[src/rtl/dpll_mode_pkg.sv]
// Shared types for the DPLL mode controller.
// Assumes: the mode codes below are seen by software and neighbours,
// so their numeric values are fixed.
package dpll_mode_pkg;

    typedef enum logic [2:0] {
        MODE_FREE   = 3'd0,
        MODE_ACQ    = 3'd1,
        MODE_LOCKED = 3'd2,
        MODE_LOST   = 3'd3,
        MODE_HOLD   = 3'd4,
        MODE_REACQ  = 3'd5
    } mode_e;

endpackage

[src/rtl/dpll_err_cmp.sv]
// Phase-error limit comparator.
// Builds the threshold (limit_sel + 1) * LIMIT_STEP and flags an error
// strictly above it. Purely combinational; assumes phase_err is a
// magnitude (unsigned) that is stable for the cycle it is sampled in.
module dpll_err_cmp #(
    parameter int PE_W       = 12,
    parameter int LIMIT_STEP = 32
) (
    input  logic [PE_W-1:0] phase_err,
    input  logic [2:0]      limit_sel,
    output logic            over_limit
);

    localparam int TH_W = PE_W + 4;

    logic [TH_W-1:0] thresh;

    // Threshold from the 3-bit setting, then strict comparison.
    always_comb begin
        thresh     = (TH_W'(limit_sel) + TH_W'(1)) * TH_W'(LIMIT_STEP);
        over_limit = TH_W'(phase_err) > thresh;
    end

endmodule

[src/rtl/dpll_sec_timer.sv]
// Seconds timeout counter.
// Counts sec_tick pulses while 'run' is high and clears on 'restart' or
// when not running. 'expire' is high in the cycle of the limit-th tick.
// Assumes limit >= 1 and that limit changes only together with restart.
module dpll_sec_timer #(
    parameter int CNT_W = 7
) (
    input  logic             clk,
    input  logic             rst_n,
    input  logic             run,
    input  logic             restart,
    input  logic             tick,
    input  logic [CNT_W-1:0] limit,
    output logic             expire
);

    logic [CNT_W-1:0] count_q;

    // Expiry decode: last tick of the window.
    always_comb begin
        expire = run && tick && (count_q == limit - CNT_W'(1));
    end

    // Tick counter, cleared on state entry and outside timed states.
    always_ff @(posedge clk) begin
        if (!rst_n || restart || !run) begin
            count_q <= '0;
        end else if (tick) begin
            count_q <= count_q + CNT_W'(1);
        end
    end

    AST_CNT_BELOW_LIMIT: assert property (@(posedge clk) disable iff (!rst_n)
        run |-> (count_q < limit));

    AST_IDLE_CLEAR: assert property (@(posedge clk) disable iff (!rst_n)
        $past(!run) |-> (count_q == '0));

endmodule

[src/rtl/dpll_mode_fsm.sv]
// Mode state machine for the DPLL.
// Decides the next mode from reference, lock, phase-error and timeout
// status, and registers the mode together with its loop controls and the
// disqualify pulse. Assumes the inputs are synchronous to clk.
module dpll_mode_fsm
    import dpll_mode_pkg::*;
(
    input  logic  clk,
    input  logic  rst_n,
    input  logic  ref_valid,
    input  logic  lock_ind,
    input  logic  over_limit,
    input  logic  standby_ok,
    input  logic  revert_en,
    input  logic  hp_restored,
    input  logic  expire,
    output mode_e state_q,
    output logic  timing,
    output logic  restart,
    output logic  use_loss_limit,
    output logic  disq_q,
    output logic  freeze_q,
    output logic  prop_dis_q
);

    mode_e state_d;
    logic  disq_d;

    // Next-mode decision with per-state priorities.
    always_comb begin
        state_d = state_q;
        disq_d  = 1'b0;
        unique case (state_q)
            MODE_FREE: begin
                if (ref_valid) state_d = MODE_ACQ;
            end
            MODE_ACQ, MODE_REACQ: begin
                if (lock_ind)    state_d = MODE_LOCKED;
                else if (expire) state_d = MODE_HOLD;
            end
            MODE_LOCKED: begin
                if (!ref_valid)                    state_d = MODE_HOLD;
                else if (revert_en && hp_restored) state_d = MODE_REACQ;
                else if (over_limit)               state_d = MODE_LOST;
            end
            MODE_LOST: begin
                if (lock_ind && !over_limit) begin
                    state_d = MODE_LOCKED;
                end else if (expire) begin
                    disq_d  = 1'b1;
                    state_d = standby_ok ? MODE_REACQ : MODE_HOLD;
                end
            end
            MODE_HOLD: begin
                if (ref_valid) state_d = MODE_REACQ;
            end
            default: state_d = MODE_FREE;
        endcase
    end

    // Timer controls derived from the current mode.
    always_comb begin
        timing         = (state_q == MODE_ACQ) || (state_q == MODE_REACQ)
                      || (state_q == MODE_LOST);
        restart        = (state_d != state_q);
        use_loss_limit = (state_q == MODE_LOST);
    end

    // Mode register and registered loop controls.
    always_ff @(posedge clk) begin
        if (!rst_n) begin
            state_q    <= MODE_FREE;
            disq_q     <= 1'b0;
            freeze_q   <= 1'b0;
            prop_dis_q <= 1'b0;
        end else begin
            state_q    <= state_d;
            disq_q     <= disq_d;
            freeze_q   <= (state_d == MODE_HOLD);
            prop_dis_q <= (state_d == MODE_HOLD);
        end
    end

    AST_DISQ_FROM_LOST: assert property (@(posedge clk) disable iff (!rst_n)
        disq_q |-> ($past(state_q) == MODE_LOST && state_q != MODE_LOST));

    AST_DISQ_SINGLE: assert property (@(posedge clk) disable iff (!rst_n)
        disq_q |=> !disq_q);

    AST_LOST_FROM_LOCKED: assert property (@(posedge clk) disable iff (!rst_n)
        (state_q == MODE_LOST && $past(state_q) != MODE_LOST)
            |-> $past(state_q) == MODE_LOCKED);

    AST_NO_FREE_RETURN: assert property (@(posedge clk) disable iff (!rst_n)
        ($past(state_q) != MODE_FREE) |-> (state_q != MODE_FREE));

    AST_REACQ_ENTRY: assert property (@(posedge clk) disable iff (!rst_n)
        (state_q == MODE_REACQ && $past(state_q) != MODE_REACQ)
            |-> ($past(state_q) == MODE_LOCKED || $past(state_q) == MODE_HOLD
                 || $past(state_q) == MODE_LOST));

    AST_LOCKED_ENTRY: assert property (@(posedge clk) disable iff (!rst_n)
        (state_q == MODE_LOCKED && $past(state_q) != MODE_LOCKED)
            |-> $past(lock_ind));

endmodule

[src/rtl/dpll_mode_ctrl.sv]
// DPLL operating mode controller, top level.
// Joins the phase-error comparator, the seconds timer and the mode state
// machine. Assumes sec_tick is a single-cycle pulse and every status
// input is synchronous to clk. Timeouts are in seconds (ticks).
module dpll_mode_ctrl #(
    parameter int PE_W           = 12,
    parameter int LIMIT_STEP     = 32,
    parameter int LOSS_TIMEOUT_S = 100,
    parameter int ACQ_TIMEOUT_S  = 100
) (
    input  logic            clk,
    input  logic            rst_n,
    input  logic            sec_tick,
    input  logic [PE_W-1:0] phase_err,
    input  logic [2:0]      limit_sel,
    input  logic            ref_valid,
    input  logic            lock_ind,
    input  logic            standby_ok,
    input  logic            revert_en,
    input  logic            hp_restored,
    output logic [2:0]      mode,
    output logic            ref_disq,
    output logic            freq_freeze,
    output logic            prop_disable
);

    import dpll_mode_pkg::*;

    localparam int MAX_TO = (LOSS_TIMEOUT_S > ACQ_TIMEOUT_S) ? LOSS_TIMEOUT_S : ACQ_TIMEOUT_S;
    localparam int CNT_W  = $clog2(MAX_TO + 1);

    logic             over_limit;
    logic             expire;
    logic             timing;
    logic             restart;
    logic             use_loss_limit;
    logic [CNT_W-1:0] limit;
    mode_e            state;

    dpll_err_cmp #(
        .PE_W       (PE_W),
        .LIMIT_STEP (LIMIT_STEP)
    ) u_cmp (
        .phase_err  (phase_err),
        .limit_sel  (limit_sel),
        .over_limit (over_limit)
    );

    // Timeout length chosen by the state being timed.
    always_comb begin
        limit = use_loss_limit ? CNT_W'(LOSS_TIMEOUT_S) : CNT_W'(ACQ_TIMEOUT_S);
    end

    dpll_sec_timer #(
        .CNT_W (CNT_W)
    ) u_timer (
        .clk     (clk),
        .rst_n   (rst_n),
        .run     (timing),
        .restart (restart),
        .tick    (sec_tick),
        .limit   (limit),
        .expire  (expire)
    );

    dpll_mode_fsm u_fsm (
        .clk            (clk),
        .rst_n          (rst_n),
        .ref_valid      (ref_valid),
        .lock_ind       (lock_ind),
        .over_limit     (over_limit),
        .standby_ok     (standby_ok),
        .revert_en      (revert_en),
        .hp_restored    (hp_restored),
        .expire         (expire),
        .state_q        (state),
        .timing         (timing),
        .restart        (restart),
        .use_loss_limit (use_loss_limit),
        .disq_q         (ref_disq),
        .freeze_q       (freq_freeze),
        .prop_dis_q     (prop_disable)
    );

    // Mode code out as a plain vector.
    always_comb begin
        mode = 3'(state);
    end

    AST_CONTROLS_PAIRED: assert property (@(posedge clk) disable iff (!rst_n)
        freq_freeze == prop_disable);

    AST_MODE_LEGAL: assert property (@(posedge clk) disable iff (!rst_n)
        mode <= 3'd5);

    AST_HOLD_AFTER_REF_LOSS: assert property (@(posedge clk) disable iff (!rst_n)
        ($past(mode) == 3'd2 && !$past(ref_valid)) |-> mode == 3'd4);

endmodule

[config.mk]
export PLATFORM = sky130hd
export DESIGN_NAME = dpll_mode_ctrl
export DESIGN_NICKNAME = d
export VERILOG_FILES = /design/src/rtl/dpll_mode_pkg.sv /design/src/rtl/dpll_err_cmp.sv /design/src/rtl/dpll_sec_timer.sv /design/src/rtl/dpll_mode_fsm.sv /design/src/rtl/dpll_mode_ctrl.sv
export SDC_FILE = /design/constraint.sdc
export NUM_CORES = 1
export LEC_CHECK = 0
export BUFFER_PORTS_ARGS = -buffer_cell sky130_fd_sc_hd__buf_2
export CORE_AREA = 2 2 44 46
export CTS_CLUSTER_DIAMETER = 80
export CTS_CLUSTER_SIZE = 12
export DETAILED_ROUTE_END_ITERATION = 16
export DIE_AREA = 0 0 46 48
export PLACE_DENSITY = 0.78
export SLEW_MARGIN = 20
export SYNTH_ARGS = -nofsm -noshare
export SYNTH_HDL_FRONTEND = slang
export SYNTH_SLANG_ARGS = --single-unit
[constraint.sdc]
create_clock -name clk -period 5.7 [get_ports clk]
set_input_delay 0.57 -clock clk [delete_from_list [all_inputs] [get_ports clk]]
set_output_delay 0.57 -clock clk [all_outputs]
set_load 0.01 [all_outputs]
# == Word level (Yosys, flattened, before mapping) ==
# Index checks and enable logic that the tools add are counted.
# classes
n_addsub,2
multipliers,0
n_div,0
n_lt_le_gt_ge,1
eq_ne,8
shift,0
n_mux,12
bitwise,2
n_reduce_logical,14
# ops
cell,count
2-to-1 mux 3 bit,9
greater-than comparator 12 x 16 -> 1 bit,1
case mux 3 bit (5 select lines),1
== test 3 bit (second input constant),3
adder 7 x 1 -> 7 bit (second input constant),1
== test 7 bit (second input constant),1
== test 3 x 2 -> 1 bit (second input constant),2
adder 3 x 1 -> 4 bit (second input constant),1
logical AND 1 bit,4
logical OR 1 bit,4
== test 3 x 1 -> 1 bit (second input constant),1
logical NOT 1 bit,3
logical NOT 3 bit,1
!= test 3 bit,1
OR reduction 3 bit,1
2-to-1 mux 1 bit,2
NOT 1 bit,2
OR reduction 2 bit,1
# word_totals
ff_bits,12
latchBits,0
ramBits,0
rom_bits,0
input_bits,23
output_inout_bits,6
elab_cells,43
memories,0

# == Depth between registers and ports, before layout ==
# depth
word_depth,11
mapped_depth,9
mapped_depth_nobuf,9

# == By module ==
# Synthesis repeated with hierarchy kept, for this count alone.
# unflattened
hier_cells,124
hier_area_um2,1056.0
# by_module_without_submodules
mod,instances,cells_per_inst,area_per_inst_um2,seq_area_each_um2
dpll_sec_timer,1,60,525.5,140.1
dpll_mode_fsm,1,44,366.6,100.1
dpll_err_cmp,1,18,156.4,0.0
dpll_mode_ctrl,1,2,7.5,0.0

# == Worst setup path before layout ==
# No wires, ideal clock.
# synth_timing
path_type,in2reg
from,input limit_sel[0]
to,register u_timer.count_q[0]
setup_ps,78
t_arrival_ps,2158
t_required_ps,5622
setup_slack_ps,3464
cell_stages,9
path_buffers,0
path_cell_list,ha_1 -> xnor2_1 -> ha_1 -> and4b_1 -> nand4_1 -> o2111ai_1 -> o211ai_2 -> nand4_2 -> nor3_1
# synth_between
elab_chain_len,9
# synth_rtl
item,line_no,text
from (decl),dpll_mode_ctrl.sv:15,"input logic [2:0] limit_sel,"
adder 3 x 1 -> 4 bit (*),dpll_err_cmp.sv:20,thresh = (TH_W'(limit_sel) + TH_W'(1)) * TH_W'(LIMIT_STEP);
greater-than comparator 12 x 16 -> 1 bit (*),dpll_err_cmp.sv:21,over_limit = TH_W'(phase_err) > thresh;
2-to-1 mux 3 bit / logical NOT 1 bit (equally long branches),"dpll_mode_fsm.sv:44, dpll_mode_fsm.sv:47",
2-to-1 mux 3 bit / logical AND 1 bit (equally long branches),"dpll_mode_fsm.sv:43, dpll_mode_fsm.sv:47",
"2-to-1 mux 3 bit, on equally long branches","dpll_mode_fsm.sv:42, dpll_mode_fsm.sv:47",
case mux 3 bit (5 select lines) (*),dpll_mode_fsm.sv:33,unique case (state_q)
!= test 3 bit (*),dpll_mode_fsm.sv:65,restart = (state_d != state_q);
logical OR 1 bit (*) (2 in a row),dpll_sec_timer.sv:26,if (!rst_n || restart || !run) begin
to (signal assigned),dpll_sec_timer.sv:29,count_q <= count_q + CNT_W'(1);
to (decl),dpll_sec_timer.sv:17,logic [CNT_W-1:0] count_q;
# Mark *: on every way between the ends. The rest lies on a longest branch, timed or not.
# A chain may end at the register's enable or synchronous reset.

# == Final worst setup path ==
# layout_timing
from,input limit_sel[0]
to,register u_timer.count_q[1]
# The elaborated chain is that of the path after synthesis.

==> results.json <==
{
  "status": "completed",
  "synth_top_cells_by_count": "nor2_1, dfxtp_1, nand2_1",
  "synth_top_area_share": 0.279,
  "cts_tree": "built",
  "relSlewSlack": 0.634,
  "ys_ff_latch": 12,
  "cts_root_buf": "clkbuf_4",
  "layout.nets": 169,
  "post-synth-top-count-cell": "nor2_1",
  "antenna_left": 0,
  "path_cells": "buf_2 > ha_1 > xnor2_1 > ha_1 > and4b_1 > nand4_1 > o2111ai_1 > o211ai_2 > nand4_2 > nor3_1",
  "required_ns": 5.89,
  "fin_crit_ns": 2.36,
  "wirelength_mm": 1.90,
  "worstPathBufferInverterCount": 1,
  "multiInputGateArea_um2": 578,
  "cts_resized": 0,
  "async_flop_share": 0,
  "yosys-top-cells-area": "dfxtp_1, ha_1, nor2_1, xnor2_1, nand2_1",
  "critPathTopFamily": "simple AND/OR/NAND/NOR gates",
  "synth_xor_area_frac": 0.0713,
  "cp_max_fo": 7,
  "wl_per_cell_um": 12.2,
  "synthAdderAreaFrac": 0.0873,
  "fin_skew_ns": 0.00533,
  "drt_iter0_drc": 38,
  "port_buffers": 28,
  "clock_latency_ns": 0.27,
  "timing.fmax_mhz": 424,
  "gp_congestion": 0.877,
  "synth_edf_count": 0,
  "grt_pass1_vias": 793,
  "drv_cap": 0,
  "crit_top_cell": "ha_1",
  "leakage_nw": 0.436,
  "num_rows": 15,
  "final_layout_size_suffix_gt1_frac": 0.246,
  "synth_area_leader_cell": "dfxtp_1",
  "avgSynthCellArea_um2": 7.74,
  "antenna_found_initial": 0,
  "hold_viol_final": 0,
  "final_max_slew_viol_count": 0,
  "setup-tns-final_ns": 0,
  "tightest_slew_ns": 0.544,
  "numCtsBuffers": 3,
  "dr_total_vias": 867,
  "critPathMaxStageDelay_ns": 0.31,
  "syn-cell-area_um2": 860,
  "syn_inst": 111,
  "ys_seq_area_frac": 0.279,
  "final_core_util": 0.607,
  "cts_buffer_depth": 2,
  "clkSinkCount": 12,
  "post-dp-hpwl_mm": 1.51,
  "rsz0062_at_grt": "false",
  "dieArea_um2": 2210,
  "clk_pin_slew_ns": 0.07,
  "synthFlopType": "dfxtp_1",
  "setup-violations-final": 0,
  "initial_core_util": 0.509,
  "vdd.ir_drop.worst_mv": 0.137,
  "fillCellCount": 162,
  "synth_nets": 140,
  "diodes": 0,
  "cp-start-kind": "primary input",
  "dp_cells": 152,
  "final_cells": 155,
  "io_pins": 29,
  "hold_class": "in2reg",
  "critPathKind": "in2reg",
  "die_x_um": 46,
  "grt_max_degree": 17,
  "cpMaxStageDelayCell": "ha_1",
  "overflow": 0,
  "cellPowerDensity_nw_per_um2": 174,
  "hold_buffers": 0,
  "synthMuxAreaShare": 0.0116,
  "fin_hold_ws_ns": 0.545,
  "die_h_um": 48,
  "coreArea_um2": 1690,
  "firstDrtPassIters": 4,
  "drc": 0,
  "synth_compound_area_frac": 0.160,
  "synth_top_family_by_area": "simple AND/OR/NAND/NOR gates",
  "crit_arrival_ns": 2.55,
  "synth.distinct_cells": 37,
  "grt_pass1_wl_mm": 3.13,
  "timing.final.crit_share": 0.414,
  "crit_path_end_kind": "register",
  "vias_per_cell": 5.59,
  "yosys.area_share.simple": 0.342,
  "h-tree-depth": 1,
  "area.growth.synth_to_final_pct": 19.2,
  "cts_setup_buffers": 0,
  "regArea_um2": 240,
  "yosysWarnings": 0,
  "grt_usage": 0.195
}
[registers in the layout, summed over array words and instances (netlist names)]
name,flops
u_timer.count_q,7
u_fsm.state_q,3
u_fsm.disq_q,1
u_fsm.freeze_q,1
[power breakdown]
part	internal, mW	total (mW)	switching [mW]	leakage (nW)
clock	0.0245	0.0511	0.0266	0.0138
combinational	0.0178	0.0383	0.0204	0.325
sequential	0.0851	0.0889	0.00371	0.0970
[layer usage]
layer,GRT usage,wire [um],share of wire
met2,0.369,946,0.50
met4,0.0514,8,0.0042
met5,0,0,0
met3,0.0604,73,0.039
met1,0.209,866,0.46
[logic make-up after synthesis]
group	count (synthesis)
flops	12
fa+ha+maj	6
buf+inv	10
mux	1
xor+xnor	7
compound gates	19
simple gates	56
[placed cells by master (no fill, tap or decap), types with 3 or more instances in the layout]
cell type,synthesis,routed
a21oi_1,4,4
buf_2,0,28
clkbuf_4,0,3
dfxtp_1,12,12
ha_1,6,6
inv_1,6,6
nand2_1,9,9
nand2b_1,4,4
nand3_1,6,6
nand4_1,4,4
nor2_1,16,16
nor3_1,6,6
xnor2_1,4,4
xor2_1,3,3
[layout make-up]
| cell class | instances | share of cell area |
|---|---|---|
| Clock buffer | 3 | 0.0220 |
| Inverter | 6 | 0.0220 |
| Multi-Input combinational cell | 89 | 0.564 |
| Sequential cell | 12 | 0.234 |
| Tap cell | 17 | 0.0208 |
| Timing Repair Buffer | 28 | 0.137 |
[worst register-to-register path: stages (launching register included)]
cell and delay [ns]:
dfxtp_1 0.37, ha_1 0.20, nand4b_1 0.12, or3_1 0.36
o2111ai_1 0.22, o211ai_2 0.16, nand4_2 0.21, nor3_1 0.08
[metrics by stage]
step | worst slack, ns | power (mW) | instance area (um2)
global route | 3.17 | 0.189 | 1020
detailed placement | 3.06 | 0.129 | 1000
floorplan | 3.46 | 0.114 | 860
CTS | 3.34 | 0.179 | 1020
finish | 3.34 | 0.178 | 1020
global placement | 3.16 | 0.127 | 1000
[worst paths after layout]
kind	from	end	slack (ns)	cells past startpoint
max	limit_sel[0]	u_timer.count_q[1]$_SDFFE_PP0P_	3.34	10
min	rst_n	u_fsm.state_q[1]$_SDFF_PN0_	0.55	3
max reg2reg	u_timer.count_q[0]$_SDFFE_PP0P_	u_timer.count_q[1]$_SDFFE_PP0P_	3.87	7
min reg2reg	u_timer.count_q[0]$_SDFFE_PP0P_	u_timer.count_q[0]$_SDFFE_PP0P_	0.55	2
No activity file was read; power rests on OpenSTA's default activity.
